[src/rtl/tick_timer_pkg.sv]
package tick_timer_pkg;
  localparam int OFF_CMP  = 'h00;
  localparam int OFF_CNT  = 'h04;
  localparam int OFF_RUN  = 'h10;
  localparam int OFF_GO   = 'h14;
  localparam int OFF_HALT = 'h18;
  localparam int OFF_MODE = 'h20;
  localparam int MODE_BIT = 1;
endpackage

[src/rtl/tick_timer_regs.sv]
module tick_timer_regs
  import tick_timer_pkg::*;
#(
  parameter int DW = 32,
  parameter int AW = 6,
  localparam int NB = DW / 8
) (
  input  logic          clk,
  input  logic          rst,
  input  logic          bus_en,
  input  logic          bus_we,
  input  logic [AW-1:0] bus_addr,
  input  logic [NB-1:0] bus_be,
  input  logic [DW-1:0] bus_wdata,
  output logic [DW-1:0] bus_rdata,
  input  logic [DW-1:0] cnt_in,
  input  logic          run_in,
  output logic [DW-1:0] cmp_out,
  output logic          free_out,
  output logic          go_p,
  output logic          halt_p
);
  logic [DW-1:0] cmp_q;
  logic          free_q;
  logic [DW-1:0] rd_q;
  logic          wr, rd, lane0_set;

  assign wr        = bus_en && bus_we;
  assign rd        = bus_en && !bus_we;
  assign lane0_set = bus_be[0] && bus_wdata[0];
  assign go_p      = wr && bus_addr == AW'(OFF_GO)   && lane0_set;
  assign halt_p    = wr && bus_addr == AW'(OFF_HALT) && lane0_set;

  always_ff @(posedge clk) begin
    if (rst) begin
      cmp_q  <= '0;
      free_q <= 1'b0;
    end else if (wr) begin
      if (bus_addr == AW'(OFF_CMP)) begin
        for (int b = 0; b < NB; b++)
          if (bus_be[b]) cmp_q[8*b +: 8] <= bus_wdata[8*b +: 8];
      end
      if (bus_addr == AW'(OFF_MODE) && bus_be[0])
        free_q <= bus_wdata[MODE_BIT];
    end
  end

  always_ff @(posedge clk) begin
    if (rst) rd_q <= '0;
    else if (rd) begin
      unique case (bus_addr)
        AW'(OFF_CMP):  rd_q <= cmp_q;
        AW'(OFF_CNT):  rd_q <= cnt_in;
        AW'(OFF_RUN):  rd_q <= DW'(run_in);
        AW'(OFF_MODE): rd_q <= DW'(free_q) << MODE_BIT;
        default:       rd_q <= '0;
      endcase
    end
  end

  assign bus_rdata = rd_q;
  assign cmp_out   = cmp_q;
  assign free_out  = free_q;

  a_r3_one_trigger: assert property (@(posedge clk) disable iff (rst)
    !(go_p && halt_p));
endmodule

[src/rtl/tick_timer_core.sv]
module tick_timer_core #(
  parameter int DW = 32
) (
  input  logic          clk,
  input  logic          rst,
  input  logic          go_p,
  input  logic          halt_p,
  input  logic [DW-1:0] cmp_in,
  input  logic          free_in,
  output logic [DW-1:0] cnt_out,
  output logic          run_out,
  output logic          irq_out
);
  logic [DW-1:0] cnt_q, act_cmp, cnt_inc;
  logic          run_q, act_free, irq_q;

  assign cnt_inc = cnt_q + 1'b1;

  always_ff @(posedge clk) begin
    if (rst) begin
      cnt_q    <= '0;
      act_cmp  <= '0;
      run_q    <= 1'b0;
      act_free <= 1'b0;
      irq_q    <= 1'b0;
    end else begin
      irq_q <= 1'b0;
      if (go_p) begin
        run_q    <= 1'b1;
        act_cmp  <= cmp_in;
        act_free <= free_in;
        cnt_q    <= free_in ? '0 : cmp_in;
      end else if (halt_p) begin
        run_q <= 1'b0;
      end else if (run_q) begin
        if (act_free) begin
          cnt_q <= cnt_inc;
          irq_q <= (cnt_inc == act_cmp);
        end else if (cnt_q == '0) begin
          cnt_q <= act_cmp;
          irq_q <= 1'b1;
        end else begin
          cnt_q <= cnt_q - 1'b1;
        end
      end
    end
  end

  assign cnt_out = cnt_q;
  assign run_out = run_q;
  assign irq_out = irq_q;

  a_r3_start_runs: assert property (@(posedge clk) disable iff (rst)
    go_p |=> run_q);
  a_r2_stop_clears: assert property (@(posedge clk) disable iff (rst)
    (halt_p && !go_p) |=> !run_q);
  a_r10_hold_stopped: assert property (@(posedge clk) disable iff (rst)
    (!run_q && !go_p) |=> ($stable(cnt_q) && !irq_q));
  a_r6_free_step: assert property (@(posedge clk) disable iff (rst)
    (run_q && act_free && !go_p && !halt_p) |=> cnt_q == DW'($past(cnt_q) + 1'b1));
  a_r5_reload: assert property (@(posedge clk) disable iff (rst)
    (irq_q && !act_free) |-> cnt_q == act_cmp);
  a_r7_match: assert property (@(posedge clk) disable iff (rst)
    (irq_q && act_free) |-> cnt_q == act_cmp);
  a_r5_single_pulse: assert property (@(posedge clk) disable iff (rst)
    (irq_q && !act_free && act_cmp != '0 && !go_p) |=> !irq_q);
endmodule

[src/rtl/tick_timer_channel.sv]
module tick_timer_channel #(
  parameter int DW = 32,
  parameter int AW = 6,
  localparam int NB = DW / 8
) (
  input  logic          clk,
  input  logic          rst,
  input  logic          bus_en,
  input  logic          bus_we,
  input  logic [AW-1:0] bus_addr,
  input  logic [NB-1:0] bus_be,
  input  logic [DW-1:0] bus_wdata,
  output logic [DW-1:0] bus_rdata,
  output logic          irq
);
  logic [DW-1:0] cmp_w, cnt_w;
  logic          free_w, run_w, go_w, halt_w;

  tick_timer_regs #(.DW(DW), .AW(AW)) u_regs (
    .clk(clk), .rst(rst), .bus_en(bus_en), .bus_we(bus_we),
    .bus_addr(bus_addr), .bus_be(bus_be), .bus_wdata(bus_wdata),
    .bus_rdata(bus_rdata), .cnt_in(cnt_w), .run_in(run_w),
    .cmp_out(cmp_w), .free_out(free_w), .go_p(go_w), .halt_p(halt_w)
  );

  tick_timer_core #(.DW(DW)) u_core (
    .clk(clk), .rst(rst), .go_p(go_w), .halt_p(halt_w),
    .cmp_in(cmp_w), .free_in(free_w),
    .cnt_out(cnt_w), .run_out(run_w), .irq_out(irq)
  );
endmodule

[config.mk]
export PLATFORM = sky130hd
export DESIGN_NAME = tick_timer_channel
export DESIGN_NICKNAME = d
export VERILOG_FILES = /design/src/rtl/tick_timer_pkg.sv /design/src/rtl/tick_timer_regs.sv /design/src/rtl/tick_timer_core.sv /design/src/rtl/tick_timer_channel.sv
export SDC_FILE = /design/constraint.sdc
export NUM_CORES = 1
export LEC_CHECK = 0
export ABC_CLOCK_PERIOD_IN_PS = 3200
export BUFFER_PORTS_ARGS = -buffer_cell sky130_fd_sc_hd__buf_4
export CORE_MARGIN = 2
export CORE_UTILIZATION = 54
export CTS_CLUSTER_SIZE = 12
export DETAILED_ROUTE_END_ITERATION = 12
export PLACE_DENSITY = 0.81
export SLEW_MARGIN = 20
export SYNTH_ARGS = -nofsm -noshare
export SYNTH_HDL_FRONTEND = slang
export SYNTH_HIERARCHICAL = 1
export SYNTH_SLANG_ARGS = --single-unit
[constraint.sdc]
create_clock -name clk -period 3.2 [get_ports clk]
set_input_delay 0.16 -clock clk [delete_from_list [all_inputs] [get_ports clk]]
set_output_delay 0.16 -clock clk [all_outputs]
set_load 0.05 [all_outputs]
==> results.sh <==
export IMPL_ff2ff_path_depth=9
export IMPL_clockRootBuffer="sky130_fd_sc_hd__clkbuf_16"
export IMPL_final_setup_worst_slack_ns=0.143
export IMPL_cp_depth=9
export IMPL_crit_path_end_kind="register"
export IMPL_post_synth_xor_area_fraction_pct=8.88
export IMPL_main_combinational_cell_family_by_area_after_synthesis="simple AND/OR/NAND/NOR gates"
export IMPL_num_clock_sinks=132
export IMPL_yosys_area_share_simple_pct=22.8
export IMPL_setup_crit_path_kind="reg2reg"
export IMPL_antennaDiodeCount=0
export IMPL_die_height_um=124
export IMPL_min_period_over_period_pct=95.5
export IMPL_synth_seq_area_share_pct=34.1
export IMPL_fin_worst_skew_ns=0.0126
export IMPL_die_width_um=124
export IMPL_nNetsFinal=1111
export IMPL_hold_start="rst"
export IMPL_route_detailed_vias_per_inst=6.17
export IMPL_hold_path_depth=2
export IMPL_achievable_frequency_mhz=327
export IMPL_n_fill_cell=1094
export IMPL_timing_critical_path_required_ns=3.47
export IMPL_number_of_global_route_vias_before_repair=7259
export IMPL_rr_startpoint="u_core/cnt_out[14]"
export IMPL_synth_enable_flop_cells=0
export IMPL_synth_warnings=6
export IMPL_async_s_r_ff_share_synth_pct=0
export IMPL_maximum_number_of_pins_on_one_net_before_global_route_repair=67
export IMPL_critPathMaxStageDelay_ns=0.55
export IMPL_crit_start="u_core/cnt_out[14]"
export IMPL_cellLeakagePower_nw=3.81
export IMPL_critical_path_slowest_cell="sky130_fd_sc_hd__or4_4"
export IMPL_first_iter_violations=793
export IMPL_cts_max_path_buffers=2
export IMPL_placement_rows=43
export IMPL_track_usage_pct=32.2
export IMPL_tritoncts_num_buffers=17
export IMPL_post_synth_inst_count=954
export IMPL_placeableCoreArea_um2=13900
export IMPL_cts_max_level=4
export IMPL_fp_dieArea_um2=15300
export IMPL_clk_insertion_delay_late_ns=0.42
export IMPL_synth_area_mux_share_pct=8.92
export IMPL_synth_lib_cells_used_distinct=66
export IMPL_antenna_violations_before_repair=1
export IMPL_synth_seq_cells=132
export IMPL_start_kind="register"
export IMPL_setup_viol=0
export IMPL_cpMostUsedCell="sky130_fd_sc_hd__or3_4"
export IMPL_wl_per_cell_um=19.0
export IMPL_wire_length_of_the_first_global_routing_pass_um=38100
export IMPL_initial_core_util_pct=55.6
export IMPL_powerDensity_nw_per_um2=400
export IMPL_top_level_ports=79
export IMPL_clk_pin_slew_ns=0.06
export IMPL_detailed_place_hpwl_um=16200
export IMPL_io_buffers=78
export IMPL_remaining_drc_errors=0
export IMPL_worstPathMaxFanout=28
export IMPL_cts_tree="yes"
export IMPL_max_vdd_ir_drop_mv=0.435
export IMPL_synth_area_um2=7750
export IMPL_min_period_ns=3.06
export IMPL_syn_nets=1003
export IMPL_crit_chain="or4_4 -> or4b_4 -> or3_4 -> or3_4 -> buf_12 -> nor2_1 -> a31oi_1 -> a221oi_1 -> a211oi_2"
export IMPL_first_pass_iters=6
export IMPL_place_worst_setup_slack_ns=0.113
export IMPL_timing_critical_path_arrival_ns=3.33
export IMPL_outcome="finished, final reports clean"
export IMPL_max_slew_margin_pct=50.7
export IMPL_final_layout_size_suffix_gt1_share_pct=19.1
export IMPL_num_vias=7740
export IMPL_totalNegativeSetupSlack_ns=0
export IMPL_hold_viol_final=0
export IMPL_post_synth_fa_ha_maj_area_fraction_pct=0.484
export IMPL_worst_slew_pin_transition_ns=0.740
export IMPL_rsz0062_at_grt="false"
export IMPL_ys_dominant_reg_cell="sky130_fd_sc_hd__dfxtp_1"
export IMPL_flow_area_growth_from_synthesis_pct=24.4
export IMPL_cp_num_buf_inv=1
export IMPL_place_congestion=1.03
export IMPL_cap_violations=0
export IMPL_postRouteAntennaNets=0
export IMPL_routed_wirelength_um=23800
export IMPL_worst_hold_path_type="in2reg"
export IMPL_post_synthesis_mean_instance_area_um2=8.13
export IMPL_postCtsSetupBuffers=0
export IMPL_synth_compound_gate_area_share_pct=19.3
export IMPL_timing_critical_path_max_delay_family="simple AND/OR/NAND/NOR gates"
export IMPL_grt_overflow_total=0
export IMPL_slew_viol_final=0
==> metal layers <==
layer | vias up | share of wire [%] | routed length (um) | global-route usage, %
met4 | 0 | 2.7 | 640 | 12.3
met2 | 362 | 48 | 11400 | 52.6
met1 | 3660 | 41 | 9780 | 40.9
met3 | 59 | 8.4 | 2010 | 8.06
met5 | - | 0 | 0 | 0
li1 | 3659 | - | - | -
==> sequential cells by signal, summed over array words and instances (netlist names) <==
register          flops
u_core/run_out        1
u_regs/bus_rdata     32
u_core/cnt_out       32
u_regs/free_out       1
u_regs/cmp_out       32
u_core/irq_out        1
u_core/act_free       1
u_core/act_cmp       32
==> area by class of cell <==
type,instances,area (um^2),area share (%)
flip-flops and latches,132,2640,27.4
repair buffers,177,1430,14.9
multi-input cells,727,4700,48.8
well taps,180,225,2.34
clock buffers,25,515,5.35
clock inverters,7,93.8,0.973
inverters,7,26.3,0.272
==> logic make-up (layout without fill, tap and decap cells) <==
| group | after synthesis | in the layout |
|---|---|---|
| AO/OA/AOI/OAI | 213 | 213 |
| adder cells (fa/ha/maj) | 3 | 3 |
| flip-flops | 132 | 132 |
| AND/OR/NAND/NOR | 365 | 365 |
| XOR/XNOR | 77 | 77 |
| multiplexers | 69 | 69 |
| buffers and inverters | 95 | 216 |
==> cells in the final DEF, fill, tap and decap left out, types with 5 or more instances in the layout <==
| cell type | n |
|---|---|
| sky130_fd_sc_hd__buf_4 | 143 |
| sky130_fd_sc_hd__o21ai_1 | 31 |
| sky130_fd_sc_hd__xor2_1 | 22 |
| sky130_fd_sc_hd__nor2_1 | 134 |
| sky130_fd_sc_hd__o31ai_1 | 5 |
| sky130_fd_sc_hd__dlygate4sd3_1 | 32 |
| sky130_fd_sc_hd__clkbuf_16 | 17 |
| sky130_fd_sc_hd__nor3_1 | 20 |
| sky130_fd_sc_hd__xnor2_1 | 54 |
| sky130_fd_sc_hd__inv_1 | 7 |
| sky130_fd_sc_hd__nor2b_1 | 5 |
| sky130_fd_sc_hd__a22oi_1 | 32 |
| sky130_fd_sc_hd__dfxtp_1 | 131 |
| sky130_fd_sc_hd__o21ai_0 | 22 |
| sky130_fd_sc_hd__nand4_1 | 19 |
| sky130_fd_sc_hd__nand3_1 | 26 |
| sky130_fd_sc_hd__or3_1 | 5 |
| sky130_fd_sc_hd__o211ai_1 | 21 |
| sky130_fd_sc_hd__mux2i_1 | 68 |
| sky130_fd_sc_hd__clkbuf_8 | 6 |
| sky130_fd_sc_hd__a21oi_1 | 22 |
| sky130_fd_sc_hd__a221oi_1 | 23 |
| sky130_fd_sc_hd__nor4_1 | 15 |
| sky130_fd_sc_hd__nand2_1 | 88 |
| sky130_fd_sc_hd__nand2b_1 | 11 |
| sky130_fd_sc_hd__a211oi_1 | 27 |
==> final timing paths <==
kind / end / slack [ns]
worst max-delay path: u_core/cnt_out[19] / 0.14
worst min-delay path: u_regs/cmp_out[27] / 0.17
worst max register to register: u_core/cnt_out[19] / 0.14
worst min register to register: u_regs/bus_rdata[23] / 0.45
==> power breakdown <==
part / internal (mW) / total, mW / switching (mW)
registers: 1.65 / 1.65 / 0.00153
logic: 0.110 / 0.226 / 0.116
clock network: 1.27 / 1.99 / 0.717
total: 3.03 / 3.86 / 0.835
==> stage by stage <==
step                area, um^2  cells  util (%)  total power [mW]  hold slack, ns
floorplan                 7750    954         -              1.80           0.304
global placement          8710   1191      62.5              1.87           0.389
detailed placement        8710   1191      62.5              1.87           0.398
CTS                       9640   1255      69.2              3.87           0.151
global route              9640   1255      69.2              3.98           0.164
finish                    9640   1255      69.2              3.86           0.167
==> Yosys cell counts (3+ instances only) <==
cell type                  count  area (um^2)
sky130_fd_sc_hd__buf_2        10         50.1
sky130_fd_sc_hd__nor2_1      135          507
sky130_fd_sc_hd__and2_1        4         25.0
sky130_fd_sc_hd__xor2_1       22          193
sky130_fd_sc_hd__a21oi_1      22          110
sky130_fd_sc_hd__a211oi_1     27          203
sky130_fd_sc_hd__a22oi_1      32          240
sky130_fd_sc_hd__inv_1         7         26.3
sky130_fd_sc_hd__nand4_1      19          119
sky130_fd_sc_hd__buf_6         7         78.8
sky130_fd_sc_hd__o211ai_1     21          158
sky130_fd_sc_hd__ha_1          3         37.5
sky130_fd_sc_hd__or2_2         3         18.8
sky130_fd_sc_hd__a221oi_1     23          201
sky130_fd_sc_hd__clkbuf_1     63          236
sky130_fd_sc_hd__and4_1        4         35.0
sky130_fd_sc_hd__nand3_1      26          130
sky130_fd_sc_hd__a31oi_1       4         25.0
sky130_fd_sc_hd__xnor2_1      54          473
sky130_fd_sc_hd__buf_1         7         26.3
sky130_fd_sc_hd__nor2b_1       7         43.8
sky130_fd_sc_hd__a211oi_2      4         50.1
sky130_fd_sc_hd__or4_4         3         33.8
sky130_fd_sc_hd__nand2b_1     11         68.8
sky130_fd_sc_hd__nor4_1       16          100
sky130_fd_sc_hd__nor3_1       20          100
sky130_fd_sc_hd__or3_1         6         37.5
sky130_fd_sc_hd__mux2i_1      68          681
sky130_fd_sc_hd__nand4_2       4         50.1
sky130_fd_sc_hd__or4_1         3         22.5
sky130_fd_sc_hd__dfxtp_1     132         2640
sky130_fd_sc_hd__o31ai_1       5         37.5
sky130_fd_sc_hd__o21ai_0      22          110
sky130_fd_sc_hd__nand2_1      88          330
sky130_fd_sc_hd__o21ai_1      31          155
sky130_fd_sc_hd__and3_1        4         25.0
==> timing repair <==
item	4_1_cts	5_1_grt
endpoints found under the setup margin	0	4
gates resized for setup	0	2
hold endpoints to repair	33	0
hold buffers	32	0
Power figures use the tool's default switching activity.
